### src/rtl/uart9_rx.sv
module uart9_rx #(
  parameter int OVS = 16,
  parameter int DW  = 8
) (
  input  logic          clk,
  input  logic          rst_n,
  input  logic          rxd_i,
  input  logic          tick_i,
  input  logic [2:0]    mode_i,
  input  logic          two_stop_i,
  output logic [DW-1:0] rbuf_o,
  output logic          rb9_o,
  output logic          rx_irq_o,
  output logic          par_err_o,
  output logic          frm_err_o
);

  localparam int CW  = $clog2(OVS);
  localparam int BW  = $clog2(DW + 1);
  localparam int MID = OVS / 2 - 1;
  localparam logic [2:0] MODE_WAKE = 3'b100;
  localparam logic [2:0] MODE_PAR  = 3'b111;

  typedef enum logic [2:0] {S_IDLE, S_START, S_DATA, S_NINTH, S_STOP1, S_STOP2} st_t;

  st_t           state;
  logic [1:0]    sync_q;
  logic [CW-1:0] cnt;
  logic [BW-1:0] bidx;
  logic [DW-1:0] shreg;
  logic          b9_q, stop_bad;

  wire rx_s    = sync_q[1];
  wire bit_pt  = tick_i && (cnt == CW'(OVS - 1));
  wire done    = bit_pt && ((state == S_STOP1 && !two_stop_i) || state == S_STOP2);
  wire bad_now = stop_bad | ~rx_s;
  wire wake    = (mode_i == MODE_WAKE);
  wire keep    = wake ? (b9_q && !bad_now) : 1'b1;

  always_ff @(posedge clk or negedge rst_n) begin
    if (!rst_n) begin
      sync_q    <= 2'b11;
      state     <= S_IDLE;
      cnt       <= '0;
      bidx      <= '0;
      shreg     <= '0;
      b9_q      <= 1'b0;
      stop_bad  <= 1'b0;
      rbuf_o    <= '0;
      rb9_o     <= 1'b0;
      rx_irq_o  <= 1'b0;
      par_err_o <= 1'b0;
      frm_err_o <= 1'b0;
    end else begin
      sync_q   <= {sync_q[0], rxd_i};
      rx_irq_o <= 1'b0;
      case (state)
        S_IDLE:
          if (tick_i && !rx_s) begin
            state <= S_START;
            cnt   <= '0;
          end
        S_START:
          if (tick_i) begin
            if (cnt == CW'(MID)) begin
              cnt      <= '0;
              bidx     <= '0;
              stop_bad <= 1'b0;
              state    <= rx_s ? S_IDLE : S_DATA;
            end else begin
              cnt <= cnt + CW'(1);
            end
          end
        default:
          if (tick_i) begin
            if (bit_pt) begin
              cnt <= '0;
              case (state)
                S_DATA: begin
                  shreg <= {rx_s, shreg[DW-1:1]};
                  if (bidx == BW'(DW - 1)) state <= S_NINTH;
                  else bidx <= bidx + BW'(1);
                end
                S_NINTH: begin
                  b9_q  <= rx_s;
                  state <= S_STOP1;
                end
                S_STOP1: begin
                  stop_bad <= ~rx_s;
                  state    <= two_stop_i ? S_STOP2 : S_IDLE;
                end
                default: state <= S_IDLE;
              endcase
            end else begin
              cnt <= cnt + CW'(1);
            end
          end
      endcase
      if (done && keep) begin
        rbuf_o    <= shreg;
        rb9_o     <= b9_q;
        rx_irq_o  <= 1'b1;
        par_err_o <= (mode_i == MODE_PAR) && (b9_q != ^shreg);
        frm_err_o <= bad_now;
      end
    end
  end


  irq_single_chk: assert property (@(posedge clk) disable iff (!rst_n)
    rx_irq_o |=> !rx_irq_o);


  buf_needs_irq_chk: assert property (@(posedge clk) disable iff (!rst_n)
    ((rbuf_o != $past(rbuf_o)) || (rb9_o != $past(rb9_o))) |-> rx_irq_o);


  start_abort_chk: assert property (@(posedge clk) disable iff (!rst_n)
    (state == S_START && tick_i && cnt == CW'(MID) && rx_s) |=> state == S_IDLE);


  wake_addr_only_chk: assert property (@(posedge clk) disable iff (!rst_n)
    (rx_irq_o && mode_i == MODE_WAKE) |-> (rb9_o && !frm_err_o));


  par_mode_only_chk: assert property (@(posedge clk) disable iff (!rst_n)
    (rx_irq_o && mode_i != MODE_PAR) |-> !par_err_o);

endmodule

### config.mk
export PLATFORM = sky130hd
export DESIGN_NAME = uart9_rx
export DESIGN_NICKNAME = d
export VERILOG_FILES = /design/src/rtl/uart9_rx.sv
export SDC_FILE = /design/constraint.sdc
export NUM_CORES = 1
export LEC_CHECK = 0
export BUFFER_PORTS_ARGS = -buffer_cell sky130_fd_sc_hd__buf_2
export CORE_ASPECT_RATIO = 0.8
export CORE_MARGIN = 4
export CORE_UTILIZATION = 45
export CTS_BUF_LIST = sky130_fd_sc_hd__clkbuf_2
export CTS_CLUSTER_DIAMETER = 50
export DETAILED_ROUTE_END_ITERATION = 8
export GPL_TIMING_DRIVEN = 1
export PLACE_DENSITY_LB_ADDON = 0.25
export SKIP_LAST_GASP = 1
export SLEW_MARGIN = 5
export SYNTH_ARGS = -nofsm -noshare
export SYNTH_HDL_FRONTEND = slang
export SYNTH_SLANG_ARGS = --single-unit
### constraint.sdc
create_clock -name clk -period 4.6 [get_ports clk]
set_clock_uncertainty 0.1 [all_clocks]
set_input_delay 0.92 -clock clk [delete_from_list [all_inputs] [get_ports clk]]
set_output_delay 0.92 -clock clk [all_outputs]
set_load 0.03 [all_outputs]
# Word level (Yosys, flattened, before mapping)
# Cells that the tools add are included.
op_classes:
  addsub: 2
  eq_ne: 16
  mux: 31
  n_bitwise: 4
  n_reduce_logical: 25
op_table:
  columns: ["cell", "n"]
  rows:
  - ["4-bit two-way mux", 11]
  - ["3-bit two-way mux", 7]
  - ["4-bit one-hot mux with 2 select lines", 2]
  - ["3-bit equality test, second input constant", 4]
  - ["6-bit AND reduction", 2]
  - ["3-bit one-hot mux with 3 select lines", 1]
  - ["4-bit by 1-bit adder with 4-bit output, second input constant", 2]
  - ["4-bit by 3-bit equality test with 1-bit output, second input constant", 2]
  - ["4-bit AND reduction", 2]
  - ["2-bit nonzero test", 4]
  - ["8-bit XOR reduction", 1]
  - ["1-bit logical AND", 7]
  - ["1-bit two-way mux", 7]
  - ["3-bit by 2-bit equality test with 1-bit output, second input constant", 2]
  - ["2-bit != test, second input constant", 3]
  - ["3-bit one-hot mux with 2 select lines", 1]
  - ["5-bit AND reduction", 1]
  - ["4-bit equality test, second input constant", 1]
  - ["4-bit != test, second input constant", 1]
  - ["3-bit by 1-bit equality test with 1-bit output, second input constant", 1]
  - ["1-bit logical NOT", 3]
  - ["3-bit logical NOT", 1]
  - ["1-bit inverter", 3]
  - ["3-bit AND reduction", 1]
  - ["other kinds (8)", 8]
word_totals:
  reg_bits: 35
  input_bits: 8
  out_inout_bits: 12
  wordCells: 90

# Depth between registers and ports, before layout
# Gate-level depths: netlist (run 1).
logic_depth:
  ltp_word: 7
  ltp_mapped: 6
  ltp_nobuf: 5

# Worst setup path after synthesis (run 1)
# No wires, ideal clock.
synth_path:
  path_kind: "input-to-reg"
  from: "input tick_i"
  to: "register state[0]"
  setup_time_ps: 125
  arrival_ps: 2051
  required_time_ps: 4375
  slack_ps: 2324
  cell_stages: 4
  n_path_buf: 0
  path_cell_list: "nand4_4 > a22o_4 > or3_4 > mux2_4"
synth_between:
  elab_chain_cells: 3
  elab_cells_between_ends: 7
  cone_classes: "2 x eq/ne; 5 x reduce/logical"
synth_rtl:
  columns: ["element", "line", "rtl"]
  rows:
  - ["start: declaration", "8", "input logic tick_i,"]
  - ["1-bit logical AND, on equally long branches", "59, 34", null]
  - ["2-bit != test (no line) / 3-bit nonzero test (equally long branches)", null, null]
  - ["6-bit AND reduction (no line) *", null, null]
  - ["end signal: assignment", "69", "state <= rx_s ? S_IDLE : S_DATA;"]
  - ["end signal: assignment", "90", "state <= two_stop_i ? S_STOP2 : S_IDLE;"]
  - ["end: declaration", "26", "st_t state;"]
# Every way passes the cells marked *; elsewhere a longest branch is shown, timed or not.
# A chain may end at the register's enable or synchronous reset.

# Worst setup path after layout (run 1)
layout_path:
  from: "register cnt[0]"
  to: "register state[0]"
layout_between:
  elab_chain_cells: 4
  elab_cells_between_ends: 6
  cone_classes: "3 x eq/ne; 3 x reduce/logical"
layout_rtl:
  columns: ["element", "line", "rtl"]
  rows:
  - ["start: declaration", "28", "logic [CW-1:0] cnt;"]
  - ["start signal: assignment", "71", "cnt <= cnt + CW'(1);"]
  - ["start signal: assignment", "95", "cnt <= cnt + CW'(1);"]
  - ["4-bit equality test", "34", "wire bit_pt = tick_i && (cnt == CW'(OVS - 1));"]
  - ["1-bit logical AND", "34", null]
  - ["3-bit nonzero test (no line)", null, null]
  - ["6-bit AND reduction (no line) *", null, null]
# Marks and branches as above.

==> reports/summary.txt, run 1 <==
Pins Over Slew Limit = 0
dpl ws = 2.04 ns
EDFF count, synth = 0
Cell variety after synth = 46
crit path time final = 2.19 ns
final total power = 0.639 mW
Wirelength per Cell = 15.6 microns
CP required = 4.76 ns
hold wc startpoint = sync_q[0]
# placed instances = 199
WP data arrival = 2.34 ns
Async S/R FF share, synth = 100%
fin crit share = 47.5%
Cell Pwr Density = 338 nW/um^2
Antenna Cells = 0
Synth top area share = 47.7%
Post-Syn Instances = 143
Total Nets Final = 174
Die X = 77.3 microns
first-pass GRT wire length = 5.65 mm
final hold vios = 0
flop-to-flop setup slack = 2.41 ns
root buffer cell = clkbuf_2
post-synth top area cell = dfrtp_1
VDD IR max = 0.227 mV
setup TNS = 0 ns
Via density = 5.76
critical path launch point type = flip-flop
Avg Inst Size Synth = 12.1 sq um
die area = 4910 sq um
maximum fanout along the worst path = 8
Slew @ Worst Pin = 0.758 ns
largest net degree at the start of global routing = 36
IO Count = 20
vias in the first global route = 1204
area of the core = 3570 sq um
critical path type = reg2reg
final wirelength = 3.24 mm
clock sinks = 35
Die Span Y = 63.5 microns
layout cells sized above 1 = 33.3%
FP Rows = 19
Post-Syn Nets = 153
Total GRT Usage = 14.7%
number of remaining DRC errors = 0
final core area utilization = 53.1%
top cells by count, synth = dfrtp_1 (33), mux2_2 (18), o21ai_0 (10), nand2_1 (8), nor2_1 (7)
Hold Crit Depth = 0
CTS H-tree lvls = 2
CP endpoint kind = flip-flop
post-synthesis cell area = 1730 sq um
Num CTS Buffers = 5
initial antenna violation count = 0
# setup viols final = 0
GRT overflow = 0
setup ws final = 2.41 ns
Worst R2R End = state[0]
leakage power = 0.920 nW
Max-Slew Margin vs Limit = 49.5%
Post-CTS Setup Bufs = 0
Buffers on Ports = 19
status = complete, no violations
non-filler instance count after layout = 207
Initial Utilization = 48.5%
Worst Reg-to-Reg Cells = 5
# resized after CTS = 0
# fillers = 321
Clock Latency Late Sink = 0.38 ns
Synth Flop Type = dfrtp_1
register area share after synthesis = 50.8%
CTS tree = done
routability congestion estimate = 0.843
Area contributors post-synth = dfrtp_1 (48%), mux2_2 (12%), dfstp_2 (3.0%), o21ai_0 (2.9%), xnor2_1 (2.0%)
Max-cap violations = 0
antenna viol nets, final = 0
CTS clk-pin slew, worst paths = 0.17 ns
unrepaired setup endpoints after global routing = no
count leader, synth = dfrtp_1
Layout area overhead = 9.33%
DRT Pass-1 Iters = 4
Reg-to-Reg Start = cnt[0]
Max Freq = 457 MHz
yosys warns = 0
Yosys reg bits = 35
DP Wirelength = 2.27 mm
DRT iter0 DRCs = 38
clk buf depth = 2
HP Class = reg2reg
CTS Hold Bufs = 0
vias = 1192
Worst Hold Path EP = sync_q[1]
[worst max path at each step]
stage | start | endpoint | slack, ns | depth (start not counted)
after CTS | cnt[0] | state[0] | 2.42 | 5
after floorplan | tick_i | state[0] | 2.32 | 4
after detailed placement | tick_i | state[0] | 2.04 | 5
after global placement | tick_i | state[0] | 2.10 | 5
final | cnt[0] | state[0] | 2.41 | 5
after global routing | cnt[0] | state[0] | 2.31 | 5
[through the flow]
step / hold slack [ns] / area [sq um]
after global placement: 0.246 / 1850
after CTS: 0.269 / 1890
final: 0.268 / 1890
after floorplan: 0.245 / 1730
after global routing: 0.278 / 1890
after detailed placement: 0.248 / 1850
[sequential cells by signal, indices dropped and copies added, names as in the netlist, 2 cells and up]
register  count
rbuf_o        8
bidx          4
state         3
sync_q        2
cnt           4
shreg         8
[area by class of cell]
type	instances	area [sq um]	area share [%]
Sequential cell	35	878	46.4
Multi-Input combinational cell	100	816	43.1
Timing Repair Buffer	19	95.1	5.03
Tap cell	42	52.6	2.78
Clock buffer	6	30.0	1.59
Inverter	3	11.3	0.595
Clock inverter	2	8.76	0.463
[cells by family after synthesis]
group | share of synthesized area (%)
and+or+nand+nor | 14.8
DFF | 50.8
AOI/OAI and AO/OA | 14.0
muxes | 12.6
buffers and inverters | 2.10
xor gates and xnor gates | 4.34
adders and majority gates | 1.45
[power by group]
group          leakage (nW)  total (mW)  switching (mW)  internal, mW
registers             0.452       0.386          0.0445         0.341
clock network        0.0304       0.135          0.0980        0.0374
logic                 0.437       0.118          0.0523        0.0654
total                 0.920       0.639           0.195         0.444
[worst max-delay path, stage by stage, from the launching register on]
cell and delay (ns):
dfrtp_1 0.42, ha_1 0.31, nand4_4 0.21, a22o_4 0.33, or3_4 0.41, mux2_4 0.30
[layout by cell type (no fill, tap or decap), types with 2 or more instances in the layout]
master | netlist | layout
dfrtp_1 | 33 | 33
buf_2 | 5 | 19
mux2_2 | 18 | 18
o21ai_0 | 10 | 10
nand2_1 | 8 | 8
nor2_1 | 7 | 7
clkbuf_2 | 0 | 6
nand3b_1 | 4 | 4
nand3_1 | 4 | 4
xnor2_1 | 4 | 4
o31ai_1 | 4 | 4
inv_1 | 3 | 3
a21oi_1 | 3 | 3
nand2b_1 | 2 | 2
or2_1 | 2 | 2
xor2_1 | 2 | 2
a211o_1 | 2 | 2
ha_1 | 2 | 2
dfstp_2 | 2 | 2
[layer usage]
metal	wire [microns]	vias to the layer above	global-route usage, %
li1	-	567	-
met1	1550	595	18.8
met2	1520	26	23.8
met3	133	4	3.99
met4	33	0	5.56
met5	0	-	0
(Power assumes the default switching activity.)
==> run 2: changes to the inputs <==
- clock period: 4.6 -> 1.8 ns (I/O delays scaled with it)
==> reports/summary.txt, run 2 (same netlist as run 1, synthesis figures left out) <==
Antenna Cells = 0
Layout area overhead = 33.8%
crit path cell chain = or3b_4 > a211oi_4 > buf_4 > a21oi_2 > a211o_1
clock sinks = 35
VDD IR max = 0.554 mV
vias = 1367
CP endpoint kind = flip-flop
GRT overflow = 0
leakage power = 1.13 nW
DRT Pass-1 Iters = 5
CP required = 1.99 ns
final hold vios = 0
Num CTS Buffers = 5
Die Span Y = 63.5 microns
Total GRT Usage = 16.9%
HP Class = in2reg
Max-cap violations = 0
CP max stage delay = 0.49 ns
Initial Utilization = 48.5%
largest net degree at the start of global routing = 19
DRT iter0 DRCs = 70
initial antenna violation count = 0
number of remaining DRC errors = 0
non-filler instance count after layout = 246
Hold Crit Depth = 3
Pins Over Slew Limit = 0
area of the core = 3570 sq um
Wirelength per Cell = 16.2 microns
die area = 4910 sq um
CTS clk-pin slew, worst paths = 0.17 ns
CTS H-tree lvls = 2
critical path launch point type = flip-flop
unrepaired setup endpoints after global routing = yes
Total Nets Final = 214
root buffer cell = clkbuf_2
layout cells sized above 1 = 51.5%
Worst Reg-to-Reg Cells = 5
status = finished, violations left
Max Freq = 541 MHz
Clock Latency Late Sink = 0.39 ns
# placed instances = 226
register area = 880 sq um
setup TNS = -0.164 ns
vias in the first global route = 1311
antenna viol nets, final = 0
most common cell after layout, fill and taps aside = dfrtp_1
Via density = 5.56
final core area utilization = 64.9%
largest registers = rbuf_o x8, shreg x8
Slew @ Worst Pin = 0.460 ns
CTS tree = done
first-pass GRT wire length = 6.45 mm
Cell Pwr Density = 799 nW/um^2
Buffers on Ports = 19
WP data arrival = 2.04 ns
crit path time final = 1.85 ns
fin crit share = 103%
clk buf depth = 2
# setup viols final = 5
FP Rows = 19
commonest non-fill, non-tap cells in the layout = dfrtp_1 (32), buf_4 (30), buf_2 (19), mux2_2 (18), nand2_1 (8)
multi-input logic area = 911 sq um
Worst path slowest cell = dfrtp_2
maximum fanout along the worst path = 7
final hold slack = 0.125 ns
final wirelength = 3.99 mm
critical path type = reg2reg
Max-Slew Margin vs Limit = 69.3%
violated checks = negative setup slack
IO Count = 20
setup ws final = -0.0485 ns
# fillers = 266
Die X = 77.3 microns
routability congestion estimate = 0.905
DP Wirelength = 2.65 mm
-- run 2: cell types whose count changed in the layout (fill, tap and decap cells not counted), moves of 2 or more --
cell / before / now
o21ai_0: 10 / 7
buf_4: 0 / 30
ha_1: 2 / 0
or2_4: 0 / 3
o21ai_1: 1 / 3
or2_1: 2 / 0
o31ai_1: 4 / 2
buf_6: 0 / 6
dlygate4sd3_1: 0 / 2
-- run 2: timing repair --
item | CTS | global route
hold endpoints to repair | 17 | 0
pin swaps | 8 | 12
hold buffers | 2 | 0
resized for setup | 3 | 21
gates cloned | 0 | 1
buffers inserted | 2 | 9
endpoints found under the setup margin | 18 | 19
-- run 2: area by class of cell --
cell class / instances / area share (%)
sequential: 35 / 38.0
tap: 42 / 2.27
inverter: 3 / 0.486
clock buffer: 5 / 1.08
clock inverter: 2 / 0.378
multi-input combinational: 101 / 39.3
timing repair buffer: 58 / 18.5
-- run 2: per-stage QoR --
step / worst slack (ns) / cell area, sq um / power (mW)
after global placement: -0.0847 / 2080 / 1.42
after floorplan: -0.128 / 1760 / 1.23
after global routing: -0.121 / 2320 / 1.96
after detailed placement: -0.144 / 2080 / 1.45
after CTS: -0.0364 / 2160 / 1.79
final: -0.0485 / 2320 / 1.85
-- run 2: path summary, 6_finish.rpt --
kind / start / end / slack (ns)
max in group asynchronous: rst_n / sync_q[1] / 0.73
min in group asynchronous: rst_n / cnt[3] / 0.33
max reg2reg: state[0] / bidx[2] / -0.05
min reg2reg: sync_q[0] / sync_q[1] / 0.28
min: mode_i[0] / par_err_o / 0.12
max: state[0] / bidx[2] / -0.05
-- run 2: report_power, final --
group,switching (mW),leakage (nW),internal [mW],total [mW]
registers,0.0968,0.451,0.872,0.968
clock network,0.262,0.0262,0.0820,0.344
logic,0.221,0.650,0.317,0.538
-- run 2: critical path: cells and delay by family (launching register included) --
| family | cells | cell delay, ns |
|---|---|---|
| AO/OA/AOI/OAI | 3 | 0.56 |
| flip-flops | 1 | 0.49 |
| buffers and inverters | 1 | 0.18 |
| AND/OR/NAND/NOR | 1 | 0.44 |
-- run 2: metal layers --
metal	vias to the layer above	track usage, %	routed length, microns
met5	-	0	0
met4	0	3.56	29
met3	4	5.98	196
met2	33	25.0	1820
met1	681	23.9	1950
li1	649	-	-
==> run 3: changes to the inputs <==
==> constraint.sdc (replaced) <==
create_clock -name clk -period 1.8 [get_ports clk]
set_clock_uncertainty 0.1 [all_clocks]
set_input_delay 0.09 -clock clk [delete_from_list [all_inputs] [get_ports clk]]
set_output_delay 0.09 -clock clk [all_outputs]
set_load 0.03 [all_outputs]
==> reports/summary.txt, run 3 (same netlist as run 1, synthesis figures left out) <==
first-pass GRT wire length = 6.37 mm
root buffer cell = clkbuf_2
Cell Pwr Density = 862 nW/um^2
leakage power = 1.09 nW
setup ws final = -0.0462 ns
Antenna Cells = 0
largest registers = rbuf_o x8, shreg x8
Initial Utilization = 48.5%
WP data arrival = 2.01 ns
IO Count = 20
Via density = 5.56
vias = 1329
Wirelength per Cell = 15.8 microns
setup TNS = -0.125 ns
Worst R2R End = state[0]
clk buf depth = 2
unrepaired setup endpoints after global routing = yes
antenna viol nets, final = 0
final wirelength = 3.77 mm
CTS tree = done
initial antenna violation count = 0
Total GRT Usage = 16.5%
hold wc startpoint = tick_i
status = finished, violations left
Num CTS Buffers = 5
dpl ws = -0.117 ns
DRT Pass-1 Iters = 4
maximum fanout along the worst path = 3
clock sinks = 35
number of remaining DRC errors = 0
Max-Slew Margin vs Limit = 48.7%
CP endpoint kind = flip-flop
Clock Latency Late Sink = 0.37 ns
FP Rows = 19
Reg-to-Reg Start = cnt[0]
CTS clk-pin slew, worst paths = 0.16 ns
HP Class = in2reg
die area = 4910 sq um
final total power = 1.93 mW
commonest non-fill, non-tap cells in the layout = dfrtp_1 (32), buf_4 (26), buf_2 (19), mux2_2 (18), nand2_1 (8)
DRT iter0 DRCs = 68
Worst Reg-to-Reg Cells = 5
routability congestion estimate = 0.909
final hold vios = 0
CTS H-tree lvls = 2
Slew @ Worst Pin = 0.770 ns
violated checks = negative setup slack
area of the core = 3570 sq um
CP required = 1.96 ns
Total Nets Final = 206
Die X = 77.3 microns
Buffers on Ports = 19
fin crit share = 103%
layout cells sized above 1 = 47.7%
Hold Crit Depth = 4
Pins Over Slew Limit = 0
DP Wirelength = 2.65 mm
vias in the first global route = 1372
VDD IR max = 0.617 mV
most common cell after layout, fill and taps aside = dfrtp_1
crit path time final = 1.85 ns
critical path launch point type = flip-flop
largest net degree at the start of global routing = 36
flop-to-flop setup slack = -0.05 ns
Layout area overhead = 29.3%
Max Freq = 542 MHz
Max-cap violations = 0
Die Span Y = 63.5 microns
GRT overflow = 0
critical path type = reg2reg
# setup viols final = 3
Worst Hold Path EP = cnt[2]
[run 3: per-stage QoR]
step	util [%]	area (sq um)	instances	hold slack, ns
final	62.7	2240	239	0.0711
after CTS	61.3	2190	238	0.0463
after global placement	57.9	2060	225	0.0971
after global routing	62.7	2240	239	0.0687
after detailed placement	57.9	2060	225	0.0976
after floorplan	-	1760	143	-0.306
[run 3: power breakdown]
part	leakage [nW]	internal, mW	switching (mW)	total (mW)
clock	0.0404	0.229	0.255	0.484
combinational	0.597	0.282	0.200	0.483
sequential	0.451	0.872	0.0904	0.962
[run 3: worst max-delay path: stages, from the launching register on]
cell	delay, ns
dfrtp_1	0.42
ha_4	0.17
nand4_4	0.12
a22o_4	0.27
or3_4	0.36
mux2_4	0.31
[run 3: what timing repair did]
action	4_1_cts	5_1_grt
resized for setup	2	14
endpoints found under the setup margin	15	19
setup buffers	1	0
hold buffers	4	0
pin swaps	5	5
hold endpoints to repair	35	0
gates cloned	0	1
[run 3: final cells by class]
type,count,area (sq um)
flip-flops and latches,35,880
repair buffers,50,342
well taps,42,52.6
multi-input cells,101,888
inverters,3,11.3
fillers,272,1330
clock buffers,5,25.0
clock inverters,3,38.8
[run 3: metal layers]
layer  up-vias  GRT usage, %  share of wire [%]
li1        629             -                  -
met1       652          21.3                 48
met2        41          27.0                 45
met3         7          4.42                5.6
met4         0          5.11                1.1
met5         -             0                  0
[run 3: worst max-delay path by stage]
stage	start	end	slack, ns	depth (start not counted)
after floorplan	cnt[1]	state[0]	-0.13	5
after global placement	sync_q[1]	rbuf_o[6]	-0.07	4
after detailed placement	sync_q[1]	rbuf_o[4]	-0.12	4
after CTS	cnt[0]	state[0]	-0.04	5
after global routing	state[2]	stop_bad	-0.09	4
final	cnt[0]	state[0]	-0.05	5
